File: src/rtl/gobsw_pkg.sv
package gobsw_pkg;
  // Fixed geometry of one GOB and its sectors.
  localparam int GOB_W_LOG2    = 6;   // 64 bytes wide
  localparam int GOB_H_LOG2    = 3;   // 8 lines tall
  localparam int SECT_W_LOG2   = 4;   // sector 16 bytes wide
  localparam int SECT_H_LOG2   = 1;   // sector 2 lines tall
  localparam int SECT_AXIS     = GOB_W_LOG2 - SECT_W_LOG2;  // 2 bits per axis
  localparam int GOB_B_LOG2    = GOB_W_LOG2 + GOB_H_LOG2;   // 512 bytes
  localparam int HCODE_W       = 4;
  localparam int V_W           = 3;
  localparam int MAX_V         = 5;
  localparam int STACK_W       = MAX_V;                     // GOB position in block

  typedef logic [V_W-1:0]        vlog_t;
  typedef logic [GOB_B_LOG2-1:0] gob_off_t;
  typedef logic [STACK_W-1:0]    stack_pos_t;
endpackage

File: src/rtl/gobsw_gob_offset.sv
module gobsw_gob_offset
  import gobsw_pkg::*;
(
  input  logic [GOB_W_LOG2-1:0] x_lo,
  input  logic [GOB_H_LOG2-1:0] y_lo,
  output gob_off_t              off
);
  localparam int SIDX_W = 2 * SECT_AXIS;

  logic [SIDX_W-1:0] sect_idx;

  // Morton interleave of sector column and sector row, column bit lowest.
  for (genvar i = 0; i < SECT_AXIS; i++) begin : g_morton
    assign sect_idx[2*i]   = x_lo[SECT_W_LOG2 + i];
    assign sect_idx[2*i+1] = y_lo[SECT_H_LOG2 + i];
  end

  // Raster order inside a sector: line bit above the byte bits.
  assign off = {sect_idx, y_lo[SECT_H_LOG2-1:0], x_lo[SECT_W_LOG2-1:0]};
endmodule

File: src/rtl/gobsw_split.sv
module gobsw_split
  import gobsw_pkg::*;
#(
  parameter int X_W = 16,
  parameter int Y_W = 16,
  localparam int COL_W = X_W - GOB_W_LOG2,
  localparam int ROW_W = Y_W - GOB_H_LOG2
) (
  input  logic [X_W-1:0]   x,
  input  logic [Y_W-1:0]   y,
  input  vlog_t            v,
  output gob_off_t         off,
  output logic [COL_W-1:0] blk_col,
  output stack_pos_t       stack_pos,
  output logic [ROW_W-1:0] blk_row
);
  logic [ROW_W-1:0]   gob_row;
  logic [STACK_W:0]   stack_mask;

  gobsw_gob_offset u_off (
    .x_lo (x[GOB_W_LOG2-1:0]),
    .y_lo (y[GOB_H_LOG2-1:0]),
    .off  (off)
  );

  always_comb begin
    gob_row    = y[Y_W-1:GOB_H_LOG2];
    blk_col    = x[X_W-1:GOB_W_LOG2];
    stack_mask = ((STACK_W+1)'(1) << v) - (STACK_W+1)'(1);
    stack_pos  = gob_row[STACK_W-1:0] & stack_mask[STACK_W-1:0];
    blk_row    = gob_row >> v;
  end
endmodule

File: src/rtl/gobsw_addr_calc.sv
module gobsw_addr_calc
  import gobsw_pkg::*;
#(
  parameter int PITCH_W = 12,
  parameter int COL_W   = 10,
  parameter int ROW_W   = 13,
  parameter int ADDR_W  = 40,
  localparam int LIN_W  = ROW_W + PITCH_W + 1
) (
  input  logic [ADDR_W-1:0]  base,
  input  logic [PITCH_W-1:0] pitch,
  input  logic [ROW_W-1:0]   blk_row,
  input  logic [COL_W-1:0]   blk_col,
  input  stack_pos_t         stack_pos,
  input  gob_off_t           off,
  input  vlog_t              v,
  output logic [ADDR_W-1:0]  addr
);
  logic [LIN_W-1:0]  blk_lin;
  logic [ADDR_W-1:0] blk_term;
  logic [ADDR_W-1:0] stack_term;

  always_comb begin
    blk_lin    = LIN_W'(blk_row) * LIN_W'(pitch) + LIN_W'(blk_col);
    blk_term   = ADDR_W'(blk_lin) << (GOB_B_LOG2 + int'(v));
    stack_term = ADDR_W'(stack_pos) << GOB_B_LOG2;
    addr       = base + blk_term + stack_term + ADDR_W'(off);
  end
endmodule

File: src/rtl/gob_addr_swizzler.sv
module gob_addr_swizzler
  import gobsw_pkg::*;
#(
  parameter int X_W     = 16,
  parameter int Y_W     = 16,
  parameter int PITCH_W = 12,
  parameter int ADDR_W  = 40
) (
  input  logic               clk,
  input  logic               rst_n,
  input  logic               in_valid,
  output logic               in_ready,
  input  logic [X_W-1:0]     in_x,
  input  logic [Y_W-1:0]     in_y,
  input  logic [PITCH_W-1:0] pitch_blocks,
  input  logic [HCODE_W-1:0] blk_h_code,
  input  logic [ADDR_W-1:0]  base_addr,
  output logic               out_valid,
  input  logic               out_ready,
  output logic [ADDR_W-1:0]  out_addr,
  output logic               cfg_err
);
  localparam int COL_W = X_W - GOB_W_LOG2;
  localparam int ROW_W = Y_W - GOB_H_LOG2;

  // Input decode
  vlog_t            in_v;
  gob_off_t         sp_off;
  logic [COL_W-1:0] sp_col;
  stack_pos_t       sp_stack;
  logic [ROW_W-1:0] sp_row;

  // Stage 1 state
  logic               s1_valid_q, s1_valid_d;
  gob_off_t           s1_off_q;
  logic [COL_W-1:0]   s1_col_q;
  stack_pos_t         s1_stack_q;
  logic [ROW_W-1:0]   s1_row_q;
  vlog_t              s1_v_q;
  logic [PITCH_W-1:0] s1_pitch_q;
  logic [ADDR_W-1:0]  s1_base_q;
  logic               s1_load;

  // Stage 2 state
  logic              s2_valid_q, s2_valid_d;
  logic [ADDR_W-1:0] s2_addr_q;
  logic [ADDR_W-1:0] calc_addr;
  logic              s2_load;

  logic s1_en, s2_en;

  assign in_v    = blk_h_code[V_W-1:0];
  assign cfg_err = (blk_h_code > HCODE_W'(MAX_V));

  gobsw_split #(.X_W(X_W), .Y_W(Y_W)) u_split (
    .x         (in_x),
    .y         (in_y),
    .v         (in_v),
    .off       (sp_off),
    .blk_col   (sp_col),
    .stack_pos (sp_stack),
    .blk_row   (sp_row)
  );

  gobsw_addr_calc #(
    .PITCH_W (PITCH_W),
    .COL_W   (COL_W),
    .ROW_W   (ROW_W),
    .ADDR_W  (ADDR_W)
  ) u_calc (
    .base      (s1_base_q),
    .pitch     (s1_pitch_q),
    .blk_row   (s1_row_q),
    .blk_col   (s1_col_q),
    .stack_pos (s1_stack_q),
    .off       (s1_off_q),
    .v         (s1_v_q),
    .addr      (calc_addr)
  );

  // Next-state and enables
  always_comb begin
    s2_en      = !s2_valid_q || out_ready;
    s1_en      = !s1_valid_q || s2_en;
    s1_load    = s1_en && in_valid && !cfg_err;
    s1_valid_d = s1_en ? (in_valid && !cfg_err) : s1_valid_q;
    s2_load    = s2_en && s1_valid_q;
    s2_valid_d = s2_en ? s1_valid_q : s2_valid_q;
  end

  assign in_ready  = s1_en;
  assign out_valid = s2_valid_q;
  assign out_addr  = s2_addr_q;

  // Valid flags
  always_ff @(posedge clk or negedge rst_n) begin
    if (!rst_n) begin
      s1_valid_q <= 1'b0;
      s2_valid_q <= 1'b0;
    end else begin
      s1_valid_q <= s1_valid_d;
      s2_valid_q <= s2_valid_d;
    end
  end

  // Stage 1 payload
  always_ff @(posedge clk or negedge rst_n) begin
    if (!rst_n) begin
      s1_off_q   <= '0;
      s1_col_q   <= '0;
      s1_stack_q <= '0;
      s1_row_q   <= '0;
      s1_v_q     <= '0;
      s1_pitch_q <= '0;
      s1_base_q  <= '0;
    end else if (s1_load) begin
      s1_off_q   <= sp_off;
      s1_col_q   <= sp_col;
      s1_stack_q <= sp_stack;
      s1_row_q   <= sp_row;
      s1_v_q     <= in_v;
      s1_pitch_q <= pitch_blocks;
      s1_base_q  <= base_addr;
    end
  end

  // Stage 2 payload
  always_ff @(posedge clk or negedge rst_n) begin
    if (!rst_n) begin
      s2_addr_q <= '0;
    end else if (s2_load) begin
      s2_addr_q <= calc_addr;
    end
  end

  // a stalled address stays put
  a_r8_stall_hold: assert property (@(posedge clk) disable iff (!rst_n)
    out_valid && !out_ready |=> out_valid && $stable(out_addr));

  // an illegal stack height never enters the pipeline
  a_r6_legal_height: assert property (@(posedge clk) disable iff (!rst_n)
    s1_valid_q |-> (s1_v_q <= V_W'(MAX_V)));

  // an empty first stage always takes input
  a_r9_ready_when_empty: assert property (@(posedge clk) disable iff (!rst_n)
    !s1_valid_q |-> in_ready);

  // a new output beat always comes from a filled first stage
  a_r7_beat_source: assert property (@(posedge clk) disable iff (!rst_n)
    out_valid && !$past(out_valid) |-> $past(s1_valid_q));
endmodule

File: config.mk
export PLATFORM = sky130hd
export DESIGN_NAME = gob_addr_swizzler
export DESIGN_NICKNAME = d
export VERILOG_FILES = /design/src/rtl/gobsw_pkg.sv /design/src/rtl/gobsw_gob_offset.sv /design/src/rtl/gobsw_split.sv /design/src/rtl/gobsw_addr_calc.sv /design/src/rtl/gob_addr_swizzler.sv
export SDC_FILE = /design/constraint.sdc
export NUM_CORES = 1
export LEC_CHECK = 0
export BUFFER_PORTS_ARGS = -buffer_cell sky130_fd_sc_hd__buf_2
export CAP_MARGIN = 0
export CORE_ASPECT_RATIO = 1.1
export CORE_MARGIN = 2
export CORE_UTILIZATION = 45
export DETAILED_ROUTE_END_ITERATION = 8
export GPL_TIMING_DRIVEN = 0
export PLACE_DENSITY_LB_ADDON = 0.12
export RECOVER_POWER = 25
export SYNTH_ARGS = -nofsm -noshare
export SYNTH_HDL_FRONTEND = slang
export SYNTH_SLANG_ARGS = --single-unit
File: constraint.sdc
create_clock -name clk -period 10.3 [get_ports clk]
set_input_delay 1.03 -clock clk [delete_from_list [all_inputs] [get_ports clk]]
set_output_delay 1.03 -clock clk [all_outputs]
set_load 0.01 [all_outputs]
# ---- After elaboration in Yosys (flattened, before gate mapping)
# Index checks and enable logic that the tools add are counted.
# Widths: inputs -> output; s select.
dict set report classes {
  add_sub_neg 6
  n_mul 1
  n_lt_le_gt_ge 1
  shift 3
  n_bitwise 1
  n_reduce_logical 9
}
# operator n
set ops {}
lappend ops {{$add 40x14->40} 1}
lappend ops {{$add 40x40->40} 1}
lappend ops {{$add 40x9->40} 1}
lappend ops {{$shl 26x32->40} 1}
lappend ops {{$add 25x10->26} 1}
lappend ops {{$mul 13x12->25} 1}
lappend ops {{$shr 13x3->13} 1}
lappend ops {{$add 4x3->5 const A} 1}
lappend ops {{$and 5x5->5} 1}
lappend ops {{$shl 1x3->5 const A} 1}
lappend ops {{$sub 5x2->5 const B} 1}
lappend ops {{$gt 4x3->1 const B} 1}
lappend ops {{$logic_and 1x1->1} 4}
lappend ops {{$logic_not 1->1} 3}
lappend ops {{$logic_or 1x1->1} 2}
dict set report word_totals {
  ff_bits 134
  out_inout_bits 43
  wordCells 31
}

# ---- Logic depth before layout (Yosys ltp)
dict set report logic_depth {
  ltp_word 6
  depth_mapped 39
  ltp_nobuf 36
}

# ---- Cells and area by module
# A second synthesis with hierarchy kept.
dict set report hier_totals {
  cells_unflattened 1638
  hier_area_um2 16006.6
}
# mod n_inst cells_each area_per_inst_um2
set modules_own_cells {}
lappend modules_own_cells {gobsw_addr_calc 1 1268 10013.4}
lappend modules_own_cells {gob_addr_swizzler 1 289 5315.1}
lappend modules_own_cells {gobsw_split 1 72 610.6}
lappend modules_own_cells {gobsw_gob_offset 1 9 67.6}

# ---- Worst setup path before layout
# Ideal clock, no wire load.
dict set report synth_timing {
  path_kind {register -> register}
  start {register s1_pitch_q[6]}
  end {register s2_addr_q[33] (netlist: out_addr[33])}
  setup_ns 0.125
  arrival_ns 8.216
  t_required_ns 10.175
  path_slack_ns 1.960
  path_stages_with_launch 39
  n_path_buf 3
  synth_period_minus_slack_ns 8.340
  path_cell_list {dfrtp_1 > clkbuf_1 > and2_1 > fa_1 > inv_1 > fa_1 > fa_1 > inv_1 > fa_1 > inv_1 > fa_1 > inv_1 > ha_1 > clkbuf_1 > a21oi_1 > o21ai_0 > a221oi_2 > o21ai_0 > (+3 left out) > nand2_1 > o21ai_0 > nor2_1 > o22ai_1 > ha_1 > ha_1 > clkbuf_1 > a21o_1 > a31oi_1 > o21ai_0 > a21o_1 > a31o_2 > a31oi_1 > o21ai_0 > a21oi_1 > o21bai_1 > xor2_1 > mux2_2}
}
dict set report synth_via {
  elab_chain_len 6
}
# item line_no
set synth_lines {}
lappend synth_lines {{start, declared} gob_addr_swizzler.sv:40} ;# logic [PITCH_W-1:0] s1_pitch_q;
lappend synth_lines {{start signal, assigned} gob_addr_swizzler.sv:122} ;# s1_pitch_q <= pitch_blocks;
lappend synth_lines {{$mul 13x12->25} gobsw_addr_calc.sv:24} ;# blk_lin = LIN_W'(blk_row) * LIN_W'(pitch) + LIN_W'(blk_col);
lappend synth_lines {{$add 25x10->26} gobsw_addr_calc.sv:24}
lappend synth_lines {{$shl 26x32->40} gobsw_addr_calc.sv:25} ;# blk_term = ADDR_W'(blk_lin) << (GOB_B_LOG2 + int'(v));
lappend synth_lines {{$add 40x40->40} gobsw_addr_calc.sv:27} ;# addr = base + blk_term + stack_term + ADDR_W'(off);
lappend synth_lines {{$add 40x14->40} gobsw_addr_calc.sv:27}
lappend synth_lines {{$add 40x9->40} gobsw_addr_calc.sv:27}
lappend synth_lines {{end signal, assigned} gob_addr_swizzler.sv:132} ;# s2_addr_q <= calc_addr;
lappend synth_lines {{end, declared} gob_addr_swizzler.sv:46} ;# logic [ADDR_W-1:0] s2_addr_q;
# Every way passes these cells.
# A chain may end at the register's enable or synchronous reset.

# ---- Worst setup path in the final report
dict set report layout_timing {
  start {register s1_row_q[0]}
  end {register s2_addr_q[33] (netlist: out_addr[33])}
}
dict set report layout_via {
  elab_chain_len 6
}
# item line_no
set layout_lines {}
lappend layout_lines {{start, declared} gob_addr_swizzler.sv:38} ;# logic [ROW_W-1:0] s1_row_q;
lappend layout_lines {{start signal, assigned} gob_addr_swizzler.sv:120} ;# s1_row_q <= sp_row;
lappend layout_lines {{$mul 13x12->25} gobsw_addr_calc.sv:24}
lappend layout_lines {{$add 25x10->26} gobsw_addr_calc.sv:24}
lappend layout_lines {{$shl 26x32->40} gobsw_addr_calc.sv:25}
lappend layout_lines {{$add 40x40->40} gobsw_addr_calc.sv:27}
lappend layout_lines {{$add 40x14->40} gobsw_addr_calc.sv:27}
lappend layout_lines {{$add 40x9->40} gobsw_addr_calc.sv:27}
# Every way passes these cells.

==> results.py <==
metrics = {
    "timing": {
        "rsz0062_at_grt": "no",
        "finalSetupViolations": 0,
        "slew_headroom_pct": -231,
        "fin_crit_sh_pct": 95.2,
        "min_period_ns": 9.80,
        "fin_setup_tns_ns": 0,
        "tightest_slew_ns": 4.96,
        "finalClockSkew_ns": 0.00766,
        "fmax_ghz": 0.102,
        "drv_slew": 137,
        "final_hold_viol_count": 0,
    },
    "synthesis": {
        "synth_adder_area_share_pct": 29.5,
        "avgSynthCellArea_um2": 9.10,
        "syn_area_um2": 15200,
        "ys_seq_area_share_pct": 22.1,
        "ys_ff_latch": 134,
        "synth-edff-count": 0,
        "synth_top_family_by_area": "adder cells",
        "synth-compound-area-share_pct": 13.0,
        "async_reset_ff_share_pct": 100,
        "syn-num-nets": 2035,
        "synth_ff_type": "dfrtp_1",
        "yosys.area_share.simple_pct": 13.5,
        "synthMuxAreaShare_pct": 11.2,
        "synthCells": 1666,
        "synth_cell_types": 75,
        "synth_xor_area_share_pct": 3.41,
        "synth_warnings": 0,
    },
    "floorplan": {
        "coreArea_um2": 33200,
        "initial_utilization_pct": 45.7,
        "io_pins": 135,
        "die_x_um": 179,
        "die_h_um": 197,
        "die_area_um2": 35200,
        "rows": 70,
    },
    "clocking": {
        "cts_root_buf": "clkbuf_16",
        "cts_resized": 0,
        "path_clk_slew_ns": 0.06,
        "post_cts_buffers": 0,
        "clk_path_buf_depth": 2,
        "cts.htree.levels": 4,
        "clock_sinks": 134,
        "worstSkewPairLatency_ns": 0.45,
        "numCtsBuffers": 17,
        "cts_tree": "done",
        "cts-hold-fix-buffers": 0,
    },
    "routing": {
        "wl_per_cell_um": 18.8,
        "num_vias": 12200,
        "drt-vias-per-instance": 5.38,
        "ant_nets": 0,
        "drc_errors": 0,
        "first_iter_violations": 541,
        "wirelength_um": 42600,
        "drt-pass1-iter-count": 5,
    },
    "worst_setup_path": {
        "path_common_cell": "fa_1",
        "required_ns": 10.63,
        "arrival_ns": 10.13,
        "cpPeakStageDelay_ns": 0.61,
        "cp-start-kind": "register",
        "crit_buf_inv": 5,
        "end_kind": "register",
        "crit_family": "adder cells",
        "slowest_stage": "clkbuf_1",
        "worst-path-max-fanout": 10,
        "cp.depth": 34,
        "r2r_cells": 34,
        "crit_type": "register to register",
    },
    "worst_hold_path": {
        "hold_depth": 2,
        "hold_path.class": "register to register",
    },
    "global_route": {
        "grt_overflow": 0,
        "grt_pass1_wl_um": 69500,
        "grtUsageTotal_pct": 25.9,
        "grt_start_max_net_pins": 92,
        "grt_pass1_vias": 13000,
        "antenna_found_initial": 0,
    },
    "layout": {
        "nFillCells": 3181,
        "diodes": 0,
        "drive_gt1_share_pct": 15.8,
        "finalNetCount": 2186,
        "area_growth_pct": 11.9,
    },
    "run_status": {
        "status": "complete, but fails checks",
        "violations": "max-capacitance violations, max-slew violations",
    },
    "placement": {
        "finalWeightedCongestion": 0.944,
        "dp_hpwl_um": 35600,
        "port_buffers": 131,
    },
    "run": {
        "maxCapViolations": 2,
    },
}
[worst register-to-register path: cells and delay by family (launching register included)]
kind / cells / cell delay (ns)
AOI/OAI and AO/OA: 13 / 2.94
xor gates and xnor gates: 2 / 0.45
buffers and inverters: 5 / 0.86
and+or+nand+nor: 2 / 0.29
adders and majority gates: 8 / 3.37
muxes: 4 / 1.25
DFF: 1 / 0.53
[final timing paths]
check,from,end,slack [ns]
hold / removal,out_addr[18],out_addr[18],0.48
setup reg to reg,s1_row_q[0],out_addr[33],0.50
hold reg to reg,out_addr[18],out_addr[18],0.48
min in group asynchronous,rst_n,s1_col_q[4],1.30
setup / recovery,s1_row_q[0],out_addr[33],0.50
max in group asynchronous,rst_n,out_addr[9],3.26
[cells in the final DEF, fill, tap and decap left out, drive strengths merged, types with 8 or more instances in the layout]
master	instances
and2	77
a21oi	73
nor2	75
nand3	19
xor2	28
mux4	8
inv	213
nand2	214
o22ai	12
clkbuf	91
o21ai	98
mux2i	52
buf	141
nand2b	11
ha	142
nor3	9
xnor2	31
fa	135
a31oi	13
a21o	30
dfrtp	134
o21a	14
mux2	89
[final cells by class]
cell class | count | area, µm² | area share [%]
Inverter | 211 | 792 | 4.67
Timing Repair Buffer | 132 | 658 | 3.88
Clock buffer | 18 | 429 | 2.53
Multi-Input combinational cell | 1239 | 10700 | 63.1
Tap cell | 432 | 541 | 3.19
Buffer | 82 | 327 | 1.93
Sequential cell | 134 | 3350 | 19.8
Clock inverter | 14 | 153 | 0.900
[per-layer routing]
layer / vias up / track usage (%) / routed length (µm)
met1: 5982 / 31.0 / 17700
met5: - / 0 / 0
li1: 5872 / - / -
met3: 85 / 3.41 / 1260
met2: 238 / 45.1 / 21300
met4: 0 / 13.3 / 2310
[flip-flops by register name, indices dropped and copies added (netlist names)]
name and count:
s1_row_q 13, s1_off_q 9, s1_stack_q 5, out_addr 40, s1_valid_q 1, out_valid 1
s1_pitch_q 12, s1_base_q 40, s1_v_q 3, s1_col_q 10
[Yosys cell counts, drive strengths merged, types with 7 or more instances]
| cell | instances | area, µm² |
|---|---|---|
| a21o | 30 | 225 |
| a21oi | 73 | 365 |
| a31oi | 13 | 81.3 |
| and2 | 77 | 482 |
| buf | 11 | 46.3 |
| clkbuf | 71 | 267 |
| dfrtp | 134 | 3350 |
| fa | 135 | 2700 |
| ha | 142 | 1780 |
| inv | 211 | 792 |
| mux2 | 89 | 1000 |
| mux2i | 52 | 521 |
| mux4 | 8 | 180 |
| nand2 | 214 | 806 |
| nand2b | 11 | 68.8 |
| nand3 | 19 | 95.1 |
| nor2 | 75 | 282 |
| nor3 | 9 | 45.0 |
| o21a | 14 | 105 |
| o21ai | 98 | 490 |
| o22ai | 12 | 75.1 |
| or3 | 7 | 43.8 |
| xnor2 | 31 | 272 |
| xor2 | 28 | 245 |
[per-stage QoR]
| step | utilization (%) | setup slack [ns] | hold slack [ns] | std cells | cell area [µm²] |
|---|---|---|---|---|---|
| 6_report | 51.1 | 0.498 | 0.481 | 2262 | 17000 |
| 3_3_place_gp | 49.3 | 0.225 | 0.464 | 2229 | 16400 |
| 5_1_grt | 51.1 | 0.0169 | 0.513 | 2262 | 17000 |
| 3_5_place_dp | 49.4 | 0.243 | 0.470 | 2230 | 16400 |
| 4_1_cts | 51.1 | 0.166 | 0.485 | 2262 | 17000 |
| 2_1_floorplan | - | 1.96 | 0.457 | 1666 | 15200 |
[cell families after synthesis]
logic type,count (synthesis)
adder cells (fa/ha/maj),277
multiplexers,149
XOR/XNOR,59
flip-flops,134
AO/OA/AOI/OAI,310
AND/OR/NAND/NOR,444
buffers and inverters,293
Power is not shown: default switching activity piles up to over one toggle a cycle in this logic, so the estimate is an artifact.
